==> config.mk <==
export PLATFORM = sky130hd
export DESIGN_NAME = pgh_tracker
export DESIGN_NICKNAME = d
export VERILOG_FILES = /design/src/rtl/pgh_pkg.sv /design/src/rtl/pgh_tlb.sv /design/src/rtl/pgh_classify.sv /design/src/rtl/pgh_seq.sv /design/src/rtl/pgh_tracker.sv
export SDC_FILE = /design/constraint.sdc
export NUM_CORES = 1
export LEC_CHECK = 0
export ABC_AREA = 1
export BUFFER_PORTS_ARGS = -buffer_cell sky130_fd_sc_hd__buf_2
export CORE_ASPECT_RATIO = 0.9
export CORE_MARGIN = 8
export CORE_UTILIZATION = 53
export DETAILED_ROUTE_END_ITERATION = 8
export PLACE_DENSITY = 0.73
export SYNTH_ARGS = -nofsm -noshare
export SYNTH_HDL_FRONTEND = slang
export SYNTH_SLANG_ARGS = --single-unit
export TNS_END_PERCENT = 50
==> constraint.sdc <==
create_clock -name clk -period 3.4 [get_ports clk]
set_clock_uncertainty 0.2 [all_clocks]
set_input_delay 0.68 -clock clk [delete_from_list [all_inputs] [get_ports clk]]
set_output_delay 0.68 -clock clk [all_outputs]
set_load 0.03 [all_outputs]
==> src/rtl/pgh_pkg.sv <==
package pgh_pkg;

   typedef enum logic [1:0] {
      OP_LOAD     = 2'd0,
      OP_STORE    = 2'd1,
      OP_TOUCH    = 2'd2,
      OP_TOUCH_ST = 2'd3
   } op_e;

   typedef enum logic [1:0] {
      SQ_IDLE  = 2'd0,
      SQ_READ  = 2'd1,
      SQ_WRITE = 2'd2,
      SQ_DONE  = 2'd3
   } seq_e;

   localparam int HB_REF_BIT = 7;
   localparam int HB_CHG_BIT = 6;
   localparam logic [7:0] HB_SET_MASK = 8'((1 << HB_REF_BIT) | (1 << HB_CHG_BIT));

endpackage

==> src/rtl/pgh_tlb.sv <==
module pgh_tlb #(
   parameter int ENTRIES = 4,
   parameter int VPN_W   = 20,
   parameter int PPN_W   = 20,
   parameter int PA_W    = 32,
   parameter int IDX_W   = 2
) (
   input  logic                clk,
   input  logic                rst_n,
   input  logic                wr_en,
   input  logic [IDX_W-1:0]    wr_idx,
   input  logic [VPN_W-1:0]    wr_vpn,
   input  logic [PPN_W-1:0]    wr_ppn,
   input  logic                wr_chg,
   input  logic [PA_W-1:0]     wr_pa,
   input  logic                chg_set,
   input  logic [IDX_W-1:0]    chg_idx,
   input  logic [VPN_W-1:0]    lk_vpn,
   output logic                hit,
   output logic [IDX_W-1:0]    hit_idx,
   output logic [PPN_W-1:0]    hit_ppn,
   output logic                hit_chg,
   output logic [PA_W-1:0]     hit_pa,
   output logic [ENTRIES-1:0]  vld_vec,
   output logic [ENTRIES-1:0]  ref_vec
);

   logic               vld_q [ENTRIES];
   logic               ref_q [ENTRIES];
   logic               chg_q [ENTRIES];
   logic [VPN_W-1:0]   vpn_q [ENTRIES];
   logic [PPN_W-1:0]   ppn_q [ENTRIES];
   logic [PA_W-1:0]    pa_q  [ENTRIES];
   logic [ENTRIES-1:0] match;

   for (genvar i = 0; i < ENTRIES; i++) begin : g_ent
      always_ff @(posedge clk or negedge rst_n) begin
         if (!rst_n) begin
            vld_q[i] <= 1'b0;
            ref_q[i] <= 1'b0;
            chg_q[i] <= 1'b0;
            vpn_q[i] <= '0;
            ppn_q[i] <= '0;
            pa_q[i]  <= '0;
         end else if (wr_en && wr_idx == IDX_W'(i)) begin
            vld_q[i] <= 1'b1;
            ref_q[i] <= 1'b1;
            chg_q[i] <= wr_chg;
            vpn_q[i] <= wr_vpn;
            ppn_q[i] <= wr_ppn;
            pa_q[i]  <= wr_pa;
         end else if (chg_set && chg_idx == IDX_W'(i)) begin
            chg_q[i] <= 1'b1;
         end
      end
      assign match[i]   = vld_q[i] && (vpn_q[i] == lk_vpn);
      assign vld_vec[i] = vld_q[i];
      assign ref_vec[i] = ref_q[i];
   end

   always_comb begin
      hit     = 1'b0;
      hit_idx = '0;
      for (int k = ENTRIES - 1; k >= 0; k--) begin
         if (match[k]) begin
            hit     = 1'b1;
            hit_idx = IDX_W'(k);
         end
      end
   end

   assign hit_ppn = ppn_q[hit_idx];
   assign hit_chg = chg_q[hit_idx];
   assign hit_pa  = pa_q[hit_idx];

endmodule

==> src/rtl/pgh_classify.sv <==
module pgh_classify
   import pgh_pkg::*;
(
   input  op_e  op,
   input  logic hit,
   input  logic hit_chg,
   output logic go,
   output logic miss,
   output logic trap
);

   assign trap = hit && (op == OP_STORE) && !hit_chg;
   assign go   = hit && !trap;
   assign miss = !hit;

endmodule

==> src/rtl/pgh_seq.sv <==
module pgh_seq
   import pgh_pkg::*;
#(
   parameter int PA_W  = 32,
   parameter int IDX_W = 2
) (
   input  logic             clk,
   input  logic             rst_n,
   input  logic             start,
   input  logic [PA_W-1:0]  start_pa,
   input  logic [IDX_W-1:0] start_idx,
   output logic             bus_req,
   output logic             bus_we,
   output logic [PA_W-1:0]  bus_addr,
   output logic [7:0]       bus_wdata,
   input  logic             bus_ack,
   input  logic [7:0]       bus_rdata,
   output logic             busy,
   output logic             chg_set,
   output logic [IDX_W-1:0] chg_idx
);

   seq_e             st_q;
   logic [PA_W-1:0]  pa_q;
   logic [IDX_W-1:0] idx_q;
   logic [7:0]       byte_q;

   always_ff @(posedge clk or negedge rst_n) begin
      if (!rst_n) begin
         st_q   <= SQ_IDLE;
         pa_q   <= '0;
         idx_q  <= '0;
         byte_q <= '0;
      end else begin
         case (st_q)
            SQ_IDLE: if (start) begin
               st_q  <= SQ_READ;
               pa_q  <= start_pa;
               idx_q <= start_idx;
            end
            SQ_READ: if (bus_ack) begin
               byte_q <= bus_rdata | HB_SET_MASK;
               st_q   <= SQ_WRITE;
            end
            SQ_WRITE: if (bus_ack) st_q <= SQ_DONE;
            default: st_q <= SQ_IDLE;
         endcase
      end
   end

   assign bus_req   = (st_q == SQ_READ) || (st_q == SQ_WRITE);
   assign bus_we    = (st_q == SQ_WRITE);
   assign bus_addr  = pa_q;
   assign bus_wdata = byte_q;
   assign busy      = (st_q != SQ_IDLE);
   assign chg_set   = (st_q == SQ_DONE);
   assign chg_idx   = idx_q;

endmodule

==> src/rtl/pgh_tracker.sv <==
module pgh_tracker
   import pgh_pkg::*;
#(
   parameter int ENTRIES = 4,
   parameter int VPN_W   = 20,
   parameter int PPN_W   = 20,
   parameter int PA_W    = 32,
   localparam int IDX_W  = (ENTRIES > 1) ? $clog2(ENTRIES) : 1
) (
   input  logic             clk,
   input  logic             rst_n,
   input  logic             lk_valid,
   input  logic [1:0]       lk_op,
   input  logic [VPN_W-1:0] lk_vpn,
   output logic             lk_ready,
   output logic             rsp_valid,
   output logic             rsp_hit,
   output logic             rsp_miss,
   output logic             rsp_exc,
   output logic [PPN_W-1:0] rsp_ppn,
   input  logic             rf_valid,
   input  logic [IDX_W-1:0] rf_idx,
   input  logic [VPN_W-1:0] rf_vpn,
   input  logic [PPN_W-1:0] rf_ppn,
   input  logic             rf_chg,
   input  logic [PA_W-1:0]  rf_pa,
   output logic             rf_ready,
   output logic             bus_req,
   output logic             bus_we,
   output logic [PA_W-1:0]  bus_addr,
   output logic [7:0]       bus_wdata,
   input  logic             bus_ack,
   input  logic [7:0]       bus_rdata,
   output logic             busy
);

   if (ENTRIES < 2 || (1 << IDX_W) != ENTRIES) begin : g_bad_entries
      $error("pgh_tracker: ENTRIES must be a power of two of at least 2");
   end
   if (VPN_W < 1 || PPN_W < 1 || PA_W < 1) begin : g_bad_width
      $error("pgh_tracker: widths must be positive");
   end

   logic               tlb_hit;
   logic [IDX_W-1:0]   tlb_idx;
   logic [PPN_W-1:0]   tlb_ppn;
   logic               tlb_chg;
   logic [PA_W-1:0]    tlb_pa;
   logic [ENTRIES-1:0] tlb_vld;
   logic [ENTRIES-1:0] tlb_ref;
   logic               cl_go, cl_miss, cl_trap;
   logic               seq_chg_set;
   logic [IDX_W-1:0]   seq_chg_idx;
   logic               accept, rf_we;

   assign lk_ready = !busy && !rf_valid;
   assign rf_ready = !busy;
   assign accept   = lk_valid && lk_ready;
   assign rf_we    = rf_valid && rf_ready;

   pgh_tlb #(
      .ENTRIES(ENTRIES), .VPN_W(VPN_W), .PPN_W(PPN_W), .PA_W(PA_W), .IDX_W(IDX_W)
   ) u_tlb (
      .clk(clk), .rst_n(rst_n),
      .wr_en(rf_we), .wr_idx(rf_idx), .wr_vpn(rf_vpn), .wr_ppn(rf_ppn),
      .wr_chg(rf_chg), .wr_pa(rf_pa),
      .chg_set(seq_chg_set), .chg_idx(seq_chg_idx),
      .lk_vpn(lk_vpn),
      .hit(tlb_hit), .hit_idx(tlb_idx), .hit_ppn(tlb_ppn), .hit_chg(tlb_chg),
      .hit_pa(tlb_pa), .vld_vec(tlb_vld), .ref_vec(tlb_ref)
   );

   pgh_classify u_cls (
      .op(op_e'(lk_op)), .hit(tlb_hit), .hit_chg(tlb_chg),
      .go(cl_go), .miss(cl_miss), .trap(cl_trap)
   );

   pgh_seq #(.PA_W(PA_W), .IDX_W(IDX_W)) u_seq (
      .clk(clk), .rst_n(rst_n),
      .start(accept && cl_trap), .start_pa(tlb_pa), .start_idx(tlb_idx),
      .bus_req(bus_req), .bus_we(bus_we), .bus_addr(bus_addr),
      .bus_wdata(bus_wdata), .bus_ack(bus_ack), .bus_rdata(bus_rdata),
      .busy(busy), .chg_set(seq_chg_set), .chg_idx(seq_chg_idx)
   );

   always_ff @(posedge clk or negedge rst_n) begin
      if (!rst_n) begin
         rsp_valid <= 1'b0;
         rsp_hit   <= 1'b0;
         rsp_miss  <= 1'b0;
         rsp_exc   <= 1'b0;
         rsp_ppn   <= '0;
      end else begin
         rsp_valid <= accept;
         rsp_hit   <= accept && cl_go;
         rsp_miss  <= accept && cl_miss;
         rsp_exc   <= accept && cl_trap;
         rsp_ppn   <= (accept && cl_go) ? tlb_ppn : '0;
      end
   end

endmodule

Word-level counts from Yosys, hierarchy flattened
Index checks and enable logic that the tools add are counted.

operators by class
  reductions and logical operators = 38
  $lt $le $gt $ge = 1
  bitwise gates (word level) = 1
  multiplexer cells = 30
  equal/unequal tests = 17

operators with widths
  kind                  count
  $eq A20 B20 Y1        4
  $bmux W32 S2          1
  $mux W32              2
  $mux W20              3
  $bmux W20 S2          1
  $logic_and A1 B1 Y1   21
  $mux W1               14
  $mux W2               7
  $eq A2 B2 Y1 const B  6
  $reduce_bool A2 Y1    5
  $eq A2 B1 Y1 const B  4
  $logic_not A2 Y1      3
  $pmux W2 S3           1
  $logic_not A1 Y1      5
  $ne A2 B1 Y1 const B  2
  $reduce_and A2 Y1     2
  $ge A3 B3 Y1 const B  1
  $not A2 Y3            1
  $reduce_and A3 Y1     1
  $bmux W1 S2           1
  $ne A2 B2 Y1 const B  1
  $logic_or A1 B1 Y1    1

storage, ports and cells
  register bits = 363
  output and inout port bits = 69
  bits of input ports = 110
  logic and storage cells = 116

Depth between registers and ports, before layout
Gate-level depths: netlist (run 1).

  word-level depth = 16
  mapped depth = 22
  gate-level depth less buffers = 19

Hierarchy
A second synthesis (run 1) with hierarchy kept.

unflattened totals
  cells, all modules = 2374
  area, all modules = 17964.7 µm²

modules (own cells, without submodules)
  module        cells each  instances  area an instance (µm²)  seq. area each (µm²)
  pgh_tlb       2086        1          15154.5                 7407.1
  pgh_seq       205         1          1904.3                  1076.0
  pgh_tracker   78          1          879.6                   600.6
  pgh_classify  5           1          26.3                    0.0

Worst setup path after synthesis (run 1)
No wires, ideal clock.

  path type = register to register
  from = reg u_seq.st_q[0]
  to = reg u_seq.pa_q[0] (netlist: u_seq.bus_addr[0])
  stages on the path, launching flop included = 12
  data required time = 3.084 ns
  path slack = 0.706 ns
  clock period less this slack = 2.694 ns
  library setup time = 0.116 ns
  arrival time = 2.378 ns
  buffers on the path = 2
  path through = dfrtp_1 > inv_1 > ha_1 > inv_1 > nor2_1 > nand2_1 > inv_1 > nand2_4 > buf_6 > buf_12 > o21ai_2 > inv_1

on the way
  cells in the longest elaborated chain, start to end = 6
  elaborated cells between the ends (all ways) = 7
  classes of those cells = reduce/logical: 7

RTL lines
  element                             RTL line           source
  start: declaration                  pgh_seq.sv:23      seq_e st_q;
  start signal: assignment            pgh_seq.sv:30      st_q <= SQ_IDLE;
  start signal: assignment            pgh_seq.sv:37      st_q <= SQ_READ;
  start signal: assignment            pgh_seq.sv:43      st_q <= SQ_WRITE;
  $reduce_bool A2 Y1                  pgh_seq.sv:55      assign busy = (st_q != SQ_IDLE);
  $logic_not A1 Y1                    --
  named net rf_ready                  pgh_tracker.sv:27  output logic rf_ready,
  $logic_and A1 B1 Y1                 pgh_tracker.sv:56  assign lk_ready = !busy && !rf_valid;
  named net lk_ready                  pgh_tracker.sv:15  output logic lk_ready,
  $logic_and A1 B1 Y1                 pgh_tracker.sv:58  assign accept = lk_valid && lk_ready;
  named net accept                    pgh_tracker.sv:54  logic accept, rf_we;
  $logic_and A1 B1 Y1                 pgh_tracker.sv:80  .start(accept && cl_trap), .start_pa(tlb_pa), .start_idx(tlb_idx),
  $reduce_and A2 Y1 (no source line)  --
  end signal: assignment              pgh_seq.sv:38      pa_q <= start_pa;
  end: declaration                    pgh_seq.sv:24      logic [PA_W-1:0] pa_q;

The timed path passes the listed nets, and every way through them passes these cells.
A chain may end at the register's enable or synchronous reset.

Final worst setup path (run 1)
  from = reg u_tlb.vpn_q[76] (netlist bit)
  to = reg u_seq.pa_q[25] (netlist: u_seq.bus_addr[25])

on the way
  cells in the longest elaborated chain, start to end = 11
  elaborated cells between the ends (all ways) = 16
  classes of those cells = eq/ne: 1; mux: 8; bitwise: 1; reduce/logical: 6

RTL lines
  element                                      RTL line                      source
  start: declaration                           pgh_tlb.sv:31                 logic [VPN_W-1:0] vpn_q [ENTRIES];
  start signal: indexed assignment             pgh_tlb.sv:49                 vpn_q[i] <= wr_vpn;
  $eq A20 B20 Y1 *                             pgh_tlb.sv:56                 assign match[i] = vld_q[i] && (vpn_q[i] == lk_vpn);
  $logic_and A1 B1 Y1 *                        pgh_tlb.sv:56
  $mux W2                                      pgh_tlb.sv:65                 if (match[k]) begin
  $not A2 Y3 (not written as such)             pgh_tlb.sv:73, pgh_tlb.sv:74
  $bmux W1 S2                                  pgh_tlb.sv:73                 assign hit_chg = chg_q[hit_idx];
  $mux W1 (not written as such) (2 in series)  pgh_tlb.sv:73
  $logic_not A1 Y1                             pgh_classify.sv:12            assign trap = hit && (op == OP_STORE) && !hit_chg;
  $logic_and A1 B1 Y1                          pgh_classify.sv:12
  $logic_and A1 B1 Y1                          pgh_tracker.sv:80
  $reduce_and A2 Y1 (no source line)           --

Every way passes the cells marked *; elsewhere a longest branch is shown, timed or not. The select of a mux whose other input is x is not followed.

==> metrics.txt, run 1 <==
CP max FO 69; Arr. time, crit path between 3000 and 4000 ps; GPL Wtd Cong 0.945; CP required 3600 ps; Pleak between 0.01 and 0.015 uW; post-detail-place hpwl 30600 um; register area 0.00908 sq mm; GRT overflow 0; Setup WS post-layout 585 ps; CP startpoint kind register; TritonRoute pass-1 iters 5; status finished clean; antenna violations before repair 1; Synth area leader dfrtp_1; syn_nets between 2000 and 2500; max-cap viol count 0; Setup crit start u_tlb.vpn_q[76]; number of synthesized flops with an enable pin 0; predominant post-synthesis flop cell dfrtp_1; Area contributors post-synth dfrtp_1, nand2_1, o21ai_0, inv_1, a21oi_1; DIE WIDTH 205 um; Area growth syn-to-layout 16.5%; vias between 10000 and 15000; DR vias/cell roughly 5.3; Clock Sinks approximately 360; Total Wirelength 45000 um; hold wc startpoint rf_vpn[13]; CTS Buf Count 38; all-layer global routing usage a little under a quarter; CTS Root Cell clkbuf_16; Clock Tree Buf Depth 3; Routed Antenna Nets 0; largest net degree at the start of global routing 103; post-CTS resize count 0; Slew @ Worst Pin between 700 and 800 ps; Die Area about 0.038 sq mm; Starting Density a little over half; initial DRC count 1500; sequential element share of the synthesized area 53.6%; Final setup viols 0; critical path class reg2reg; FF+latch count, synth ~360; Tightest Hold Check Type in2reg; Die Height between 150 and 200 um; wire length per cell 16.6 um; ys async rst share 100%; Syn Inst Count 2126; Syn Std Cell Area around 0.017 sq mm; Post-Place Setup Slack around 130 ps; Filler cells between 2000 and 3000; first-pass GRT wire length roughly 74000 um; unique cell type count in the Yosys netlist 36; fin crit share 82.8%; Final Max Slew Viols 0; Multi-input gate area 0.00630 sq mm; PortBufs between 150 and 200; DRC Markers 0; pwr/cell area between 700 and 800 mW/mm^2; Slew headroom a little under half; Tot Pwr 15400 uW; TritonCTS clock tree yes; RSZ-0062 raised after global routing no; Final Net Count roughly 2400; Setup TNS Final 0 ps; Critical Path Sink Type register; minimum clock period approximately 2800 ps; Worst R2R Start u_tlb.vpn_q[76]; share of the synthesized area in the top cell type 53.6%; worst-case vdd ir drop about 0.55 mV; Synth Area per Inst between 7 and 8 sq um; vias in the first global route roughly 14000; io pins 179; yosys warns 0; share of layout cells above drive strength 1 roughly 14%; Site Rows 62; Clock Latency Late Sink 520 ps; # H-tree levels 2; Fmax achieved approximately 360 MHz; core area roughly 0.032 sq mm; clock-pin slew on the worst setup and hold paths 60 ps; final hold vios 0
-- repair_timing --
item / 4_1_cts / 5_1_grt
setup buffers: 0 / 0
endpoints found under the setup margin: 0 / 0
hold endpoints to repair: 68 / 0
hold buffers: 1 / 0
-- path summary, 6_finish.rpt --
path	endpoint	depth (start not counted)	slack, ps
worst min register to register	u_tlb.pa_q[25]	2	280
worst max-delay path	u_seq.bus_addr[25]	14	580
min in group asynchronous	u_tlb.ppn_q[23]	2	520
worst max register to register	u_seq.bus_addr[25]	14	580
max in group asynchronous	u_tlb.pa_q[121]	3	1650
worst min-delay path	u_tlb.vpn_q[13]	3	180
-- kinds of logic (layout without fill, tap and decap cells) --
logic type | count (synthesis) | in the layout | synth area share [%]
multiplexers | 6 | 6 | 0.398
buffers and inverters | 416 | 587 | 9.57
AND/OR/NAND/NOR | 747 | 747 | 17.7
flip-flops | 363 | 363 | 53.6
adder cells (fa/ha/maj) | 4 | 4 | 0.295
AO/OA/AOI/OAI | 571 | 571 | 17.5
XOR/XNOR | 19 | 19 | 0.981
other | 0 | 1 | 0
-- worst max-delay path, stage by stage (launching register included) --
cell and delay, ps:
dfrtp_1 390, xnor2_1 340, nand4_1 210, nor2_1 160
nand2_2 130, buf_12 230, nand3_1 100, nand3_1 90
nand2_1 140, nor2_4 70, nand2_4 60, buf_12 230
nand2_1 90, o21ai_0 90, inv_1 60
-- registers in the layout (all words and copies together), names as in the netlist --
signal	count
u_tlb.chg_q	4
u_seq.bus_wdata	7
u_tlb.ppn_q	80
rsp_miss	1
u_tlb.vld_vec	4
rsp_hit	1
u_seq.bus_addr	32
u_seq.chg_idx	2
u_seq.st_q	2
rsp_ppn	20
rsp_exc	1
u_tlb.pa_q	128
rsp_valid	1
u_tlb.vpn_q	80
-- layer usage --
metal / vias to the layer above / GRT usage [%] / wire length [um]
li1: 7032 / - / -
met1: 6784 / 34.0 / 20700
met2: 488 / 37.5 / 20200
met3: 62 / 3.93 / 3190
met4: 2 / 6.07 / 945
met5: - / 0 / 13
-- report_power, final --
part / internal (uW) / switching (uW) / leakage (uW) / total [uW]
Clock: 2740 / 1690 / 0.000666 / 4430
Sequential: 5950 / 967 / 0.00442 / 6920
Combinational: 1600 / 2480 / 0.00516 / 4080
Total: 10300 / 5140 / 0.0102 / 15400
-- cell type report --
class	instances	share of cell area, %
repair buffers	216	6.93
clock inverters	15	1.18
well taps	416	2.63
flip-flops and latches	363	46.0
diodes	1	0.0127
clock buffers	53	5.61
inverters	303	5.76
multi-input cells	1347	31.9
-- cell usage in the layout, fill, tap and decap left out, types with 15 or more instances in the layout --
cell / count
nand2_1: 581
o21ai_0: 410
dfrtp_1: 363
inv_1: 283
buf_2: 175
a21oi_1: 87
nor2_1: 86
clkbuf_16: 39
nand3_1: 27
buf_4: 25
o22ai_1: 24
o211ai_1: 21
inv_2: 19
o21ai_1: 17
xnor2_1: 15
-- synthesized netlist by cell type (5+ instances only) --
cell type    n
inv_1      285
nand3b_1     7
o21ai_0    411
nor2_1      86
o211ai_1    21
buf_2       19
nand3_1     30
inv_2       18
o21ai_1     16
o21ai_2      7
nand4_1     14
nor3_1       5
or2_1        5
a21oi_1     87
xnor2_1     15
dfrtp_1    363
nand2_1    581
mux2_2       6
clkbuf_1    82
or2_2        5
o22ai_1     24
-- per-stage QoR --
| stage | utilization (%) | hold WS, ps | cell area [sq um] | std cells |
|---|---|---|---|---|
| CTS | 62.3 | 164 | 19800 | 2713 |
| global placement | 58.0 | 258 | 18400 | 2644 |
| detailed placement | 58.0 | 266 | 18400 | 2644 |
| global route | 62.3 | 189 | 19800 | 2713 |
| finish | 62.3 | 179 | 19800 | 2714 |
| floorplan | - | 184 | 17000 | 2126 |
No activity file was read; power rests on OpenSTA's default activity.
==> run 2, diff against run 1 <==
clock period = 2.75 ns   (was 3.4 ns; I/O delays follow)
==> run 2 against run 1 <==
First-iteration DRC count down 8.3%. Worst setup slack worse by 500 ps. Count of clock-buffer cells in the layout up 2. Power up 27%. Hold slack worse by 120 ps. Flip-flop and latch count unchanged. Fmax up 5.6%. Largest cell class unchanged.
==> metrics.txt, run 2 (synthesized netlist as in run 1, its figures left out) <==
switching portion of total power 33.6% (+0.31 points); Pleak 0.0108 uW (+5.3%); final hold vios 0 (unchanged); Tot Pwr 19500 uW (+27%); io pins 179 (unchanged); DIE WIDTH 205 um (unchanged); largest registers u_tlb.pa_q: 128 flops, u_tlb.ppn_q: 80 flops, u_tlb.vpn_q: 80 flops; DRC Markers 0 (unchanged); largest reg by FF count u_tlb.pa_q; Routed Antenna Nets 0 (unchanged); fin crit share 97.0% (+14 points); CTS Buf Count 39 (+2.6%); Area growth syn-to-layout 22.6%; antenna violations before repair 3 (+2); first-pass GRT wire length 77200 um (+4.8%); sequential share of power 44.1% (-0.7 points); most common cell after layout, fill and taps aside nand2_1; Clock Latency Late Sink 530 ps (about the same); Die Area 0.0380 sq mm (unchanged); clock network fraction of total power 27.8% (-0.9 points); Final Net Count 2485 (+4.3%); CP required 2950 ps (-650 ps); Clock Sinks 363 (unchanged); CTS Root Cell clkbuf_16; minimum clock period 2670 ps (-148 ps); post-detail-place hpwl 32600 um (+6.5%); TritonRoute pass-1 iters 6 (+1); Critical Path Max Stage Delay 420 ps (+30 ps); Critical Path Sink Type register; Fmax achieved 375 MHz (+5.6%); Switching Power 6570 uW (+28%); Tightest Hold Check Type in2reg; largest net degree at the start of global routing 116 (+13%); Die Height 186 um (unchanged); critical path class reg2reg; Slew headroom 58.4% (+11 points); worst path cell trace xor2_1 > nor2_1 > nand2_1 > nor2_1 > nand3_1 > nand2_4 > nand2_4 > nand2_1 > nand3_2 > nand2_2 > nor2_4 > nand2_8 > clkbuf_16 > o21ai_2 > inv_1; Clock Tree Buf Depth 3 (unchanged); pwr/cell area 939 mW/mm^2 (+20%); share of layout cells above drive strength 1 18.8% (+4.5 points); Slew @ Worst Pin 624 ps (-167 ps); CP max FO 8 (-88%); DR vias/cell 5.36 (+1.3%); Starting Density 53.5% (unchanged); all-layer global routing usage 25.0% (+1.2 points); Arr. time, crit path 2870 ps (-140 ps); Setup TNS Final 0 ps (unchanged); # H-tree levels 2 (unchanged); vias 15102 (+5.1%); Finished Cell Area 0.0208 sq mm (+5.2%); PortBufs 176 (unchanged); GRT overflow 0 (unchanged); max FFs per register 128 (unchanged); Layout Cells excl Fill 2817 (+3.8%); Worst path slowest cell xor2_1; placed insts 2740 (+3.6%); max-cap viol count 0 (unchanged); Internal Pwr Total 13000 uW (+26%); Final Max Slew Viols 0 (unchanged); initial DRC count 1376 (-8.3%); vias in the first global route 14851 (+5.6%); wire length per cell 17.0 um (+2.7%); core area 0.0317 sq mm (unchanged); clock-pin slew on the worst setup and hold paths 60 ps (about the same); Core Util, Final 65.5% (+3.3 points); GPL Wtd Cong 0.976 (+3.3%); Placed Area 0.0192 sq mm (+4.5%); CP startpoint kind register; Site Rows 62 (unchanged); worst-case vdd ir drop 0.630 mV (+14%); most frequent cells in the layout nand2_1, o21ai_0, dfrtp_1, inv_1, buf_2; status finished clean; worst reg-to-reg setup slack 80 ps (-500 ps); Gate power share 28.0% (+1.6 points); Final setup viols 0 (unchanged); RSZ-0062 raised after global routing yes; TritonCTS clock tree yes; Total Wirelength 48000 um (+6.6%)
==> run 2: metal layers <==
| metal | vias up | track usage (%) | wire length, um |
|---|---|---|---|
| li1 | 7237 | - | - |
| met4 | 4 | 6.50 | 863 |
| met3 | 80 | 3.64 | 3420 |
| met5 | - | 0 | 23 |
| met1 | 7241 | 35.6 | 21500 |
| met2 | 540 | 39.9 | 22200 |
==> run 2: power by group through the flow <==
stage                     registers (uW)  logic, uW  clock network (uW)
after detailed placement            8600       5330                   0
final                               8610       5480                5430
after CTS                           8550       5400                5500
after global placement              8500       5120                   0
after global routing                8830       6300                5750
after floorplan                     8370       3570                   0
==> run 2: final timing paths <==
kind	from	to	depth (start not counted)
max in group asynchronous	rst_n	u_tlb.pa_q[99]	3
max	u_tlb.vpn_q[56]	u_seq.bus_addr[3]	15
min	rf_vpn[17]	u_tlb.vpn_q[17]	3
max reg2reg	u_tlb.vpn_q[56]	u_seq.bus_addr[3]	15
min in group asynchronous	rst_n	u_tlb.ppn_q[20]	2
min reg2reg	u_tlb.ppn_q[41]	u_tlb.ppn_q[41]	2
==> run 2: per-stage QoR <==
step                setup WS (ps)  hold WS, ps
floorplan                    56.1         54.4
global placement             -201          259
detailed placement           -259          268
CTS                          33.0         41.5
global route                -76.4         56.9
finish                       83.0         55.4
==> run 2: final cells by class <==
| type | instances | area [sq um] |
|---|---|---|
| Inverter | 303 | 1140 |
| Timing Repair Buffer | 317 | 2280 |
| Clock inverter | 14 | 215 |
| Tap cell | 416 | 520 |
| Fill cell | 2606 | 10900 |
| Sequential cell | 363 | 9080 |
| Multi-Input combinational cell | 1347 | 6430 |
| Antenna cell | 2 | 5.00 |
| Clock buffer | 55 | 1120 |
==> run 2: what timing repair did <==
action,4_1_cts,5_1_grt
setup buffers,0,2
hold endpoints to repair,56,0
gates resized for setup,0,53
endpoints found under the setup margin,0,54
hold buffers,1,0
==> run 2: critical path, delay by kind of cell (launching register included) <==
family | cells | cell delay [ps]
DFF | 1 | 390
and+or+nand+nor | 11 | 1100
AOI/OAI and AO/OA | 1 | 150
buffers and inverters | 2 | 270
xor gates and xnor gates | 1 | 420
